===== src/rtl/pfq_pkg.sv =====
package pfq_pkg;
  parameter int unsigned PF_ADDR_W = 32;
  parameter int unsigned PF_ID_W   = 6;
  parameter int unsigned PF_TAG_W  = 4;

  typedef struct packed {
    logic                 vld;
    logic                 rdy;
    logic [PF_TAG_W-1:0]  tag;
    logic [PF_ADDR_W-1:0] addr;
    logic [PF_ID_W-1:0]   id;
  } pf_entry_t;
endpackage


===== src/rtl/pfq_ffs.sv =====
module pfq_ffs #(
  parameter int unsigned N = 4,
  localparam int unsigned IW = (N > 1) ? $clog2(N) : 1
) (
  input  logic [N-1:0]  req_i,
  output logic          found_o,
  output logic [IW-1:0] idx_o
);
  // lowest index wins (oldest entry)
  always_comb begin
    found_o = 1'b0;
    idx_o   = '0;
    for (int i = N - 1; i >= 0; i--) begin
      if (req_i[i]) begin
        found_o = 1'b1;
        idx_o   = IW'(i);
      end
    end
  end
endmodule


===== src/rtl/pfq_hist.sv =====
module pfq_hist #(
  parameter int unsigned N      = 8,
  parameter int unsigned PROBES = 4,
  parameter int unsigned BLK_W  = 26,
  localparam int unsigned PW = (N > 1) ? $clog2(N) : 1
) (
  input  logic              clk_i,
  input  logic              rst_ni,
  input  logic [BLK_W-1:0]  probe_i [PROBES],
  output logic [PROBES-1:0] hit_o,
  input  logic              wr_i,
  input  logic [BLK_W-1:0]  wr_blk_i
);
  logic [BLK_W-1:0] blk_q [N];
  logic [N-1:0]     vld_q;
  logic [PW-1:0]    wp_q;

  for (genvar p = 0; p < PROBES; p++) begin : g_probe
    logic [N-1:0] match;
    for (genvar h = 0; h < N; h++) begin : g_cmp
      assign match[h] = vld_q[h] && (blk_q[h] == probe_i[p]);
    end
    assign hit_o[p] = |match;
  end

  always_ff @(posedge clk_i or negedge rst_ni) begin
    if (!rst_ni) begin
      vld_q <= '0;
      wp_q  <= '0;
      for (int h = 0; h < N; h++) blk_q[h] <= '0;
    end else if (wr_i) begin
      blk_q[wp_q] <= wr_blk_i;
      vld_q[wp_q] <= 1'b1;
      wp_q        <= (wp_q == PW'(N - 1)) ? '0 : wp_q + 1'b1;
    end
  end

  logic wr_dup;
  always_comb begin
    wr_dup = 1'b0;
    for (int h = 0; h < N; h++)
      if (vld_q[h] && blk_q[h] == wr_blk_i) wr_dup = 1'b1;
  end


  hist_no_dup_chk: assert property (@(posedge clk_i) disable iff (!rst_ni)
    wr_i |-> !wr_dup);
endmodule


===== src/rtl/pfq_filter.sv =====
module pfq_filter
  import pfq_pkg::*;
#(
  parameter int unsigned DEPTH   = 4,
  parameter int unsigned HIST_N  = 8,
  parameter int unsigned BLK_OFF = 6,
  parameter int unsigned CYC_W   = 32
) (
  input  logic                 clk_i,
  input  logic                 rst_ni,
  input  logic                 enq_vld_i,
  input  logic [PF_ADDR_W-1:0] enq_addr_i,
  input  logic [PF_ID_W-1:0]   enq_id_i,
  input  logic [PF_TAG_W-1:0]  enq_tag_i,
  input  logic                 enq_rdy_i,
  output logic                 full_o,
  input  logic                 wk_vld_i,
  input  logic [PF_TAG_W-1:0]  wk_tag_i,
  input  logic                 acc_i,
  output logic                 req_vld_o,
  output logic [PF_ADDR_W-1:0] req_addr_o,
  output logic [PF_ID_W-1:0]   req_id_o,
  output logic [CYC_W-1:0]     req_cyc_o,
  output logic                 done_vld_o,
  output logic [PF_ID_W-1:0]   done_id_o
);
  localparam int unsigned IW    = (DEPTH > 1) ? $clog2(DEPTH) : 1;
  localparam int unsigned CW    = $clog2(DEPTH + 1);
  localparam int unsigned BLK_W = PF_ADDR_W - BLK_OFF;

  pf_entry_t        q_q [DEPTH];
  pf_entry_t        q_d [DEPTH];
  logic [CW-1:0]    cnt_q, cnt_d;
  logic [CYC_W-1:0] cyc_q;

  logic [BLK_W-1:0] probe [DEPTH];
  logic [DEPTH-1:0] hit, iss_req, drp_req;
  logic             iss_found, drp_found;
  logic [IW-1:0]    iss_idx, drp_idx;

  for (genvar i = 0; i < DEPTH; i++) begin : g_slot
    assign probe[i]   = q_q[i].addr[PF_ADDR_W-1:BLK_OFF];
    assign iss_req[i] = q_q[i].vld && q_q[i].rdy && !hit[i];
    assign drp_req[i] = q_q[i].vld && q_q[i].rdy &&  hit[i];
  end

  pfq_hist #(.N(HIST_N), .PROBES(DEPTH), .BLK_W(BLK_W)) u_hist (
    .clk_i    (clk_i),
    .rst_ni   (rst_ni),
    .probe_i  (probe),
    .hit_o    (hit),
    .wr_i     (req_vld_o),
    .wr_blk_i (req_addr_o[PF_ADDR_W-1:BLK_OFF])
  );

  pfq_ffs #(.N(DEPTH)) u_iss_pick (.req_i(iss_req), .found_o(iss_found), .idx_o(iss_idx));
  pfq_ffs #(.N(DEPTH)) u_drp_pick (.req_i(drp_req), .found_o(drp_found), .idx_o(drp_idx));

  assign full_o     = (cnt_q == CW'(DEPTH));
  assign req_vld_o  = iss_found && acc_i;
  assign req_addr_o = q_q[iss_idx].addr;
  assign req_id_o   = q_q[iss_idx].id;
  assign req_cyc_o  = cyc_q;
  assign done_vld_o = drp_found;
  assign done_id_o  = q_q[drp_idx].id;

  // compact survivors toward slot 0, then append the new entry
  always_comb begin
    logic [CW-1:0] n;
    logic          keep;
    n = '0;
    for (int i = 0; i < DEPTH; i++) q_d[i] = '0;
    for (int i = 0; i < DEPTH; i++) begin
      keep = q_q[i].vld
          && !(req_vld_o  && iss_idx == IW'(i))
          && !(done_vld_o && drp_idx == IW'(i));
      if (keep) begin
        q_d[IW'(n)] = q_q[i];
        if (wk_vld_i && q_q[i].tag == wk_tag_i) q_d[IW'(n)].rdy = 1'b1;
        n = n + 1'b1;
      end
    end
    if (enq_vld_i && !full_o) begin
      q_d[IW'(n)].vld  = 1'b1;
      q_d[IW'(n)].rdy  = enq_rdy_i || (wk_vld_i && enq_tag_i == wk_tag_i);
      q_d[IW'(n)].tag  = enq_tag_i;
      q_d[IW'(n)].addr = enq_addr_i;
      q_d[IW'(n)].id   = enq_id_i;
      n = n + 1'b1;
    end
    cnt_d = n;
  end

  always_ff @(posedge clk_i or negedge rst_ni) begin
    if (!rst_ni) begin
      cnt_q <= '0;
      cyc_q <= '0;
      for (int i = 0; i < DEPTH; i++) q_q[i] <= '0;
    end else begin
      cnt_q <= cnt_d;
      cyc_q <= cyc_q + 1'b1;
      for (int i = 0; i < DEPTH; i++) q_q[i] <= q_d[i];
    end
  end


  req_needs_acc_chk: assert property (@(posedge clk_i) disable iff (!rst_ni)
    req_vld_o |-> acc_i);


  cnt_bound_chk: assert property (@(posedge clk_i) disable iff (!rst_ni)
    cnt_q <= CW'(DEPTH));


  full_no_grow_chk: assert property (@(posedge clk_i) disable iff (!rst_ni)
    (full_o && enq_vld_i) |=> cnt_q <= $past(cnt_q));


  stamp_step_chk: assert property (@(posedge clk_i) disable iff (!rst_ni)
    (req_vld_o && $past(req_vld_o)) |-> req_cyc_o == $past(req_cyc_o) + 1'b1);
endmodule


===== config.mk =====
export PLATFORM = sky130hd
export DESIGN_NAME = pfq_filter
export DESIGN_NICKNAME = d
export VERILOG_FILES = /design/src/rtl/pfq_pkg.sv /design/src/rtl/pfq_ffs.sv /design/src/rtl/pfq_hist.sv /design/src/rtl/pfq_filter.sv
export SDC_FILE = /design/constraint.sdc
export NUM_CORES = 2
export LEC_CHECK = 0
export ABC_CLOCK_PERIOD_IN_PS = 5800
export BUFFER_PORTS_ARGS = -buffer_cell sky130_fd_sc_hd__buf_2
export CORE_UTILIZATION = 40
export CTS_CLUSTER_SIZE = 24
export DETAILED_ROUTE_END_ITERATION = 16
export GPL_TIMING_DRIVEN = 0
export PLACE_DENSITY_LB_ADDON = 0.1
export SYNTH_ARGS = -nofsm -noshare
export SYNTH_HDL_FRONTEND = slang
export SYNTH_HIERARCHICAL = 1
export SYNTH_SLANG_ARGS = --single-unit

===== constraint.sdc =====
create_clock -name clk_i -period 5.8 [get_ports clk_i]
set_clock_uncertainty 0.1 [all_clocks]
set_input_delay 0.87 -clock clk_i [delete_from_list [all_inputs] [get_ports clk_i]]
set_output_delay 0.87 -clock clk_i [all_outputs]
set_load 0.01 [all_outputs]

## Word level (Yosys, flattened, before mapping)

Cells that the tools add are included.

- Input port bits: 52
- ROM bits: 0
- Memories kept: 0
- Logic and storage cells: 273
- Register bits after elaboration: 430
- Output and inout port bits: 79
- Bits in writable memories: 0
- Latch bits: 0

- Bitwise logic cells: 8
- Shift operators: 0
- Magnitude comparators: 14
- Add/subtract/negate cells: 6
- Mux-type cells: 75
- Divide/modulo/power cells: 0
- Multipliers: 0
- Eq/ne operators: 45
- Reductions and logical operators: 93

Operator list:

| operator | count |
|---|---|
| bitwise mux 176 bit | 11 |
| 2-to-1 mux 176 bit | 7 |
| demux 44 bit (select 2 bit) | 11 |
| == test 26 bit | 32 |
| 2-to-1 mux 44 bit | 5 |
| bitwise mux 208 bit | 1 |
| binary-select mux 44 bit (select 2 bit) | 2 |
| 2-to-1 mux 43 bit | 4 |
| 2-to-1 mux 38 bit | 3 |
| demux 26 bit (select 3 bit) | 1 |
| logical AND 1 bit | 73 |
| 2-to-1 mux 42 bit | 1 |
| adder 32 x 1 -> 32 bit (second input constant) | 1 |
| OR reduction 8 bit | 4 |
| 2-to-1 mux 26 bit | 1 |
| == test 4 bit | 5 |
| greater-or-equal comparator 3 bit (second input constant) | 6 |
| 2-to-1 mux 6 bit | 3 |
| NOT 2 -> 3 bit | 6 |
| 2-to-1 mux 2 bit | 8 |
| adder 3 x 1 -> 3 bit (second input constant) | 5 |
| 2-to-1 mux 3 bit | 5 |
| logical NOT 1 bit | 13 |
| less-than comparator 3 x 1 -> 1 bit (second input constant) | 4 |
| other kinds (13) | 29 |

## Logic depth before layout (Yosys ltp)

- Depth in word-level cells: 38
- Gate-level depth with buffers: 28
- Mapped depth without buffers: 23

## By module

Netlist, hierarchy kept.

Modules (own cells, without submodules):

| module | sequential area each (um2) | area an instance (um2) | cells an instance | times used |
|---|---|---|---|---|
| pfq_hist | 5,480.3 | 18,664.2 | 1,918 | 1 |
| pfq_filter | 5,280.1 | 11,743.8 | 1,172 | 1 |
| pfq_ffs | 0.0 | 35.0 | 7 | 2 |

## Worst setup path before layout

No wires, ideal clock.

- Path kind: register to register
- Start point: register, netlist name probe[35]
- End point: register, netlist name probe[52]
- Data required time: 5.628 ns
- Arrival time: 5.328 ns
- Buffers on the path: 5
- Cell stages (with the launch flop): 29
- Setup time: 0.072 ns
- Slack: 0.300 ns
- Clock period less this slack: 5.500 ns
- Cell sequence: dfrtp_1 buf_2 xnor2_1 nand4_1 or4_1 nor4_1 a41oi_1 nand4_1 and3_1 nand2b_1 a21oi_2 buf_2 or3b_1 o311a_1 buf_2 buf_4 inv_1 ha_1 xnor2_2 inv_1 ha_1 mux2_2 inv_1 ha_1 nand2_1 nand3_1 clkbuf_1 o22ai_1 nor2_1

==> impl_results.md <==
* Ys flop type: sky130_fd_sc_hd__dfrtp_1
* DRC viols at 0
* Die Ht at between 200 and 300 um
* Via-to-Cell Ratio at between 6 and 7
* Overall via count from detail_route at 28.7k
* Simple-Gate Fraction of Synth Area at 0.110
* Post-synthesis instance area at about 30000 um2
* Synth Register Bits at 430
* First drt pass iteration count at 8
* Max-slew violations at 0
* EDFF count, synth at 0
* CTS tree: done
* Parity-gate share of the synthesized area counting xor and xnor cells at 0.255
* Syn nets at roughly 3.2k
* Count of pins on the block boundary at roughly 130
* Proportion of layout cells with a drive suffix above 1 at 0.293
* Data arrival time of the critical path at roughly 6.6 ns
* Dominant combinational cell family by area after synthesis: XOR/XNOR gates
* Startpoint Class: flop
* Maximum root-to-sink buffer count at 3
* Number of buffers inserted by hold repair at cts at 0
* Row count at 100
* Share of synthesized area spent on multiplexers at 0.110
* Post-synth cell types at between 60 and 70
* Remaining number of nets flagged by the antenna check after routing at 0
* End of the worst register-to-register path: probe[54]
* H-tree depth reported by CTS at 2
* Asr flop ratio synth at 1.00
* Buffers on Ports at around 130
* Largest fanout on the critical path at 8
* Number of failing setup endpoints in the final timing report at ~210
* Worst hold path type: in -> async
* Worst slew margin at 0.00714
* Area contributors post-synth: sky130_fd_sc_hd__dfrtp_1 (35%), sky130_fd_sc_hd__xnor2_1 (16%), sky130_fd_sc_hd__xor2_1 (9.5%), sky130_fd_sc_hd__mux2_2 (7.7%), sky130_fd_sc_hd__nand4_1 (3.6%)
* Insertion delay to the later sink of the worst-skew pair at between 0.6 and 0.7 ns
* Core area at approximately 75000 um2
* Commonest cells after routing, fill and taps aside: sky130_fd_sc_hd__xnor2_1 (536), sky130_fd_sc_hd__dfrtp_1 (394), sky130_fd_sc_hd__xor2_1 (328)
* Area added between synthesis and finish at 24.0%
* Worst-case setup slack after placement at -3.26 ns
* Post-route setup slack at -0.312 ns
* Violated checks: max-capacitance violations, negative setup slack
* Ratio of final minimum period to clock period at 1.05
* Data required time at the worst endpoint at 6.26 ns
* Launching point of the worst reg2reg path: probe[96]
* Chip Width at 278 um
* Final-report hold violation count at 0
* Average wire per standard cell at 39.6 um
* Worst setup path startpoint: probe[96]
* Maximum number of pins on one net before global-route repair at between 100 and 150
* Share of the synthesized area in compound gates (AO/OA/AOI/OAI) at 0.0982
* Max cap viols at 1
* Dpl hpwl at around 110 mm
* Worst Setup Path Type: reg -> reg
* P per Cell Area at slightly above 700 nW/um2
* Most frequent standard cell in the layout excluding fill and tap cells: sky130_fd_sc_hd__xnor2_1
* GR Util All Layers at 0.443
* Leakage at about 0.016 uW
* Mapped Avg Cell Area at around 9.8 um2
* Number of antenna violations at the first check in global routing at 16
* Final net count at between 3k and 4k
* Fraction of post-synthesis cell area in the top cell type by area at 0.353
* Number of buffers inserted during clock tree synthesis at 52
* Flop2flop setup slack at -0.31 ns
* Status: finished, violations left
* Total power after layout at ~27000 uW
* Setup_tns at -23.02 ns
* First-pass GRT wire length at roughly 230 mm
* Tightest Pin Transition at between 1 and 1.5 ns
* Max IR drop VDD at between 0.5 and 0.6 mV
* R2R depth at 26
* Tightest hold margin at ~0.16 ns
* Via count of the first global-routing pass at roughly 27k
* Synthesis Warnings at 6
* Library cell occupying the most area in the post-synthesis netlist: sky130_fd_sc_hd__dfrtp_1
* Clock root cell: sky130_fd_sc_hd__clkbuf_16
* Instance count of the mapped netlist at ~3.1k
* DRC violation total after the first TritonRoute iteration at around 4.0k
* Clock-pin slew on the worst setup and hold paths at 0.06 ns
* Fmax at between 150 and 200 MHz
* Final standard cell utilization of the core at 0.504
* Sequential fraction of the synthesis area at 0.353
* Share of synthesized cell area in full adder, half adder and majority cells at 0.00534
* Die Area at a little under 80000 um2
* Clock period minus final worst setup slack at 6.11 ns
* Clock sink total at 430
* Weighted congestion reported at the end of routability-driven placement at approximately 1.0
* End point of the critical path: probe[54]
* Routed wire length at 176 mm
* Effective utilization at floorplan at 0.407
* RSZ-0062 raised after global routing: yes
* Kind of capture point of the worst setup path: flop
* Grt ovf at 0
## worst min-delay path by stage
stage	start	end
after floorplan	u_hist/vld_q[5]	u_hist/vld_q[5]
after global placement	req_cyc_o[31]	req_cyc_o[31]
after detailed placement	req_cyc_o[31]	req_cyc_o[31]
after CTS	rst_ni	u_hist/blk_q[172]
after global routing	rst_ni	u_hist/blk_q[172]
final	rst_ni	u_hist/blk_q[172]
## cells by family (layout without fill, tap and decap cells)
family | after synthesis | after routing
xor gates and xnor gates | 883 | 883
and+or+nand+nor | 643 | 645
buffers and inverters | 463 | 801
DFF | 430 | 430
AOI/OAI and AO/OA | 419 | 419
muxes | 253 | 253
adders and majority gates | 13 | 13
other | 0 | 14
## worst max-delay path, stage by stage, from the launching register on
cell and delay (ns):
sky130_fd_sc_hd__dfrtp_1 0.39, sky130_fd_sc_hd__buf_4 0.41, sky130_fd_sc_hd__xnor2_1 0.19, sky130_fd_sc_hd__nand4_1 0.17, sky130_fd_sc_hd__nor4_1 0.69, sky130_fd_sc_hd__nand4_1 0.16, sky130_fd_sc_hd__nand3_1 0.20, sky130_fd_sc_hd__a211o_2 0.30
sky130_fd_sc_hd__and3_2 0.31, sky130_fd_sc_hd__nor3_2 0.07, sky130_fd_sc_hd__buf_4 0.15, sky130_fd_sc_hd__or3b_4 0.39, sky130_fd_sc_hd__o311a_1 0.14, sky130_fd_sc_hd__buf_6 0.14, sky130_fd_sc_hd__clkinv_4 0.05, sky130_fd_sc_hd__ha_4 0.19
sky130_fd_sc_hd__xnor2_2 0.17, sky130_fd_sc_hd__inv_1 0.08, sky130_fd_sc_hd__ha_1 0.29, sky130_fd_sc_hd__mux2_4 0.29, sky130_fd_sc_hd__inv_4 0.09, sky130_fd_sc_hd__ha_4 0.17, sky130_fd_sc_hd__nand2_8 0.11, sky130_fd_sc_hd__nand3_4 0.27
sky130_fd_sc_hd__clkbuf_16 0.23, sky130_fd_sc_hd__o22ai_2 0.07, sky130_fd_sc_hd__nor2_1 0.15
## synthesized netlist by cell type, drive strengths merged (3+ instances only)
| library cell | number |
|---|---|
| nand4 | 175 |
| nor3 | 46 |
| and4 | 4 |
| nor3b | 3 |
| nor2 | 189 |
| nand4b | 3 |
| buf | 176 |
| nand3 | 27 |
| nor4 | 87 |
| mux2 | 208 |
| and2 | 6 |
| a221o | 38 |
| and3 | 10 |
| a31oi | 43 |
| clkbuf | 266 |
| a22oi | 85 |
| nand2b | 9 |
| xnor2 | 554 |
| a2bb2oi | 4 |
| ha | 13 |
| o22ai | 43 |
| xor2 | 329 |
| or2 | 4 |
| mux4 | 44 |
| o211ai | 38 |
| dfrtp | 430 |
| a21oi | 91 |
| a221oi | 46 |
| o21ai | 15 |
| inv | 21 |
| nand2 | 72 |
## final cells by class
cell class,count,area (um2)
diodes,14,35.0
plain buffers,429,3290
clock buffers,78,1560
clock inverters,18,178
fillers,6907,37200
inverters,21,86.3
multi-input cells,2213,18600
flip-flops and latches,430,10800
well taps,969,1210
repair buffers,255,2060
## repair_timing
item / CTS / global route
cloned: 6 / 7
pin swaps: 23 / 55
setup endpoints to repair: 439 / 198
resized for setup: 463 / 191
setup buffers: 78 / 36
## where the power goes
group / switching [uW] / internal (uW) / total, uW
logic: 11400 / 7100 / 18500
registers: 838 / 4150 / 4990
clock network: 1470 / 1910 / 3380
## flip-flops by register name, summed over array words and instances (netlist names)
signal / flops
u_hist/vld_q: 8
probe: 104
q_q: 72
req_cyc_o: 32
u_hist/blk_q: 208
cnt_q: 3
u_hist/wp_q: 3
## metrics by stage
step                      area (um2)  instances
after floorplan                30500       3104
after global placement         32300       4199
after detailed placement       32400       4203
after CTS                      36500       4373
after global routing           37800       4414
final                          37800       4427
## layer usage
metal  vias up  track usage  part of all wire
met2      2189        0.653              0.42
met3       627        0.132              0.11
met5         -            0          0.000097
met1     14400        0.552              0.38
met4         4        0.318             0.086
li1      11400            -                 -
Note: power is estimated with default switching activity, not from simulation.
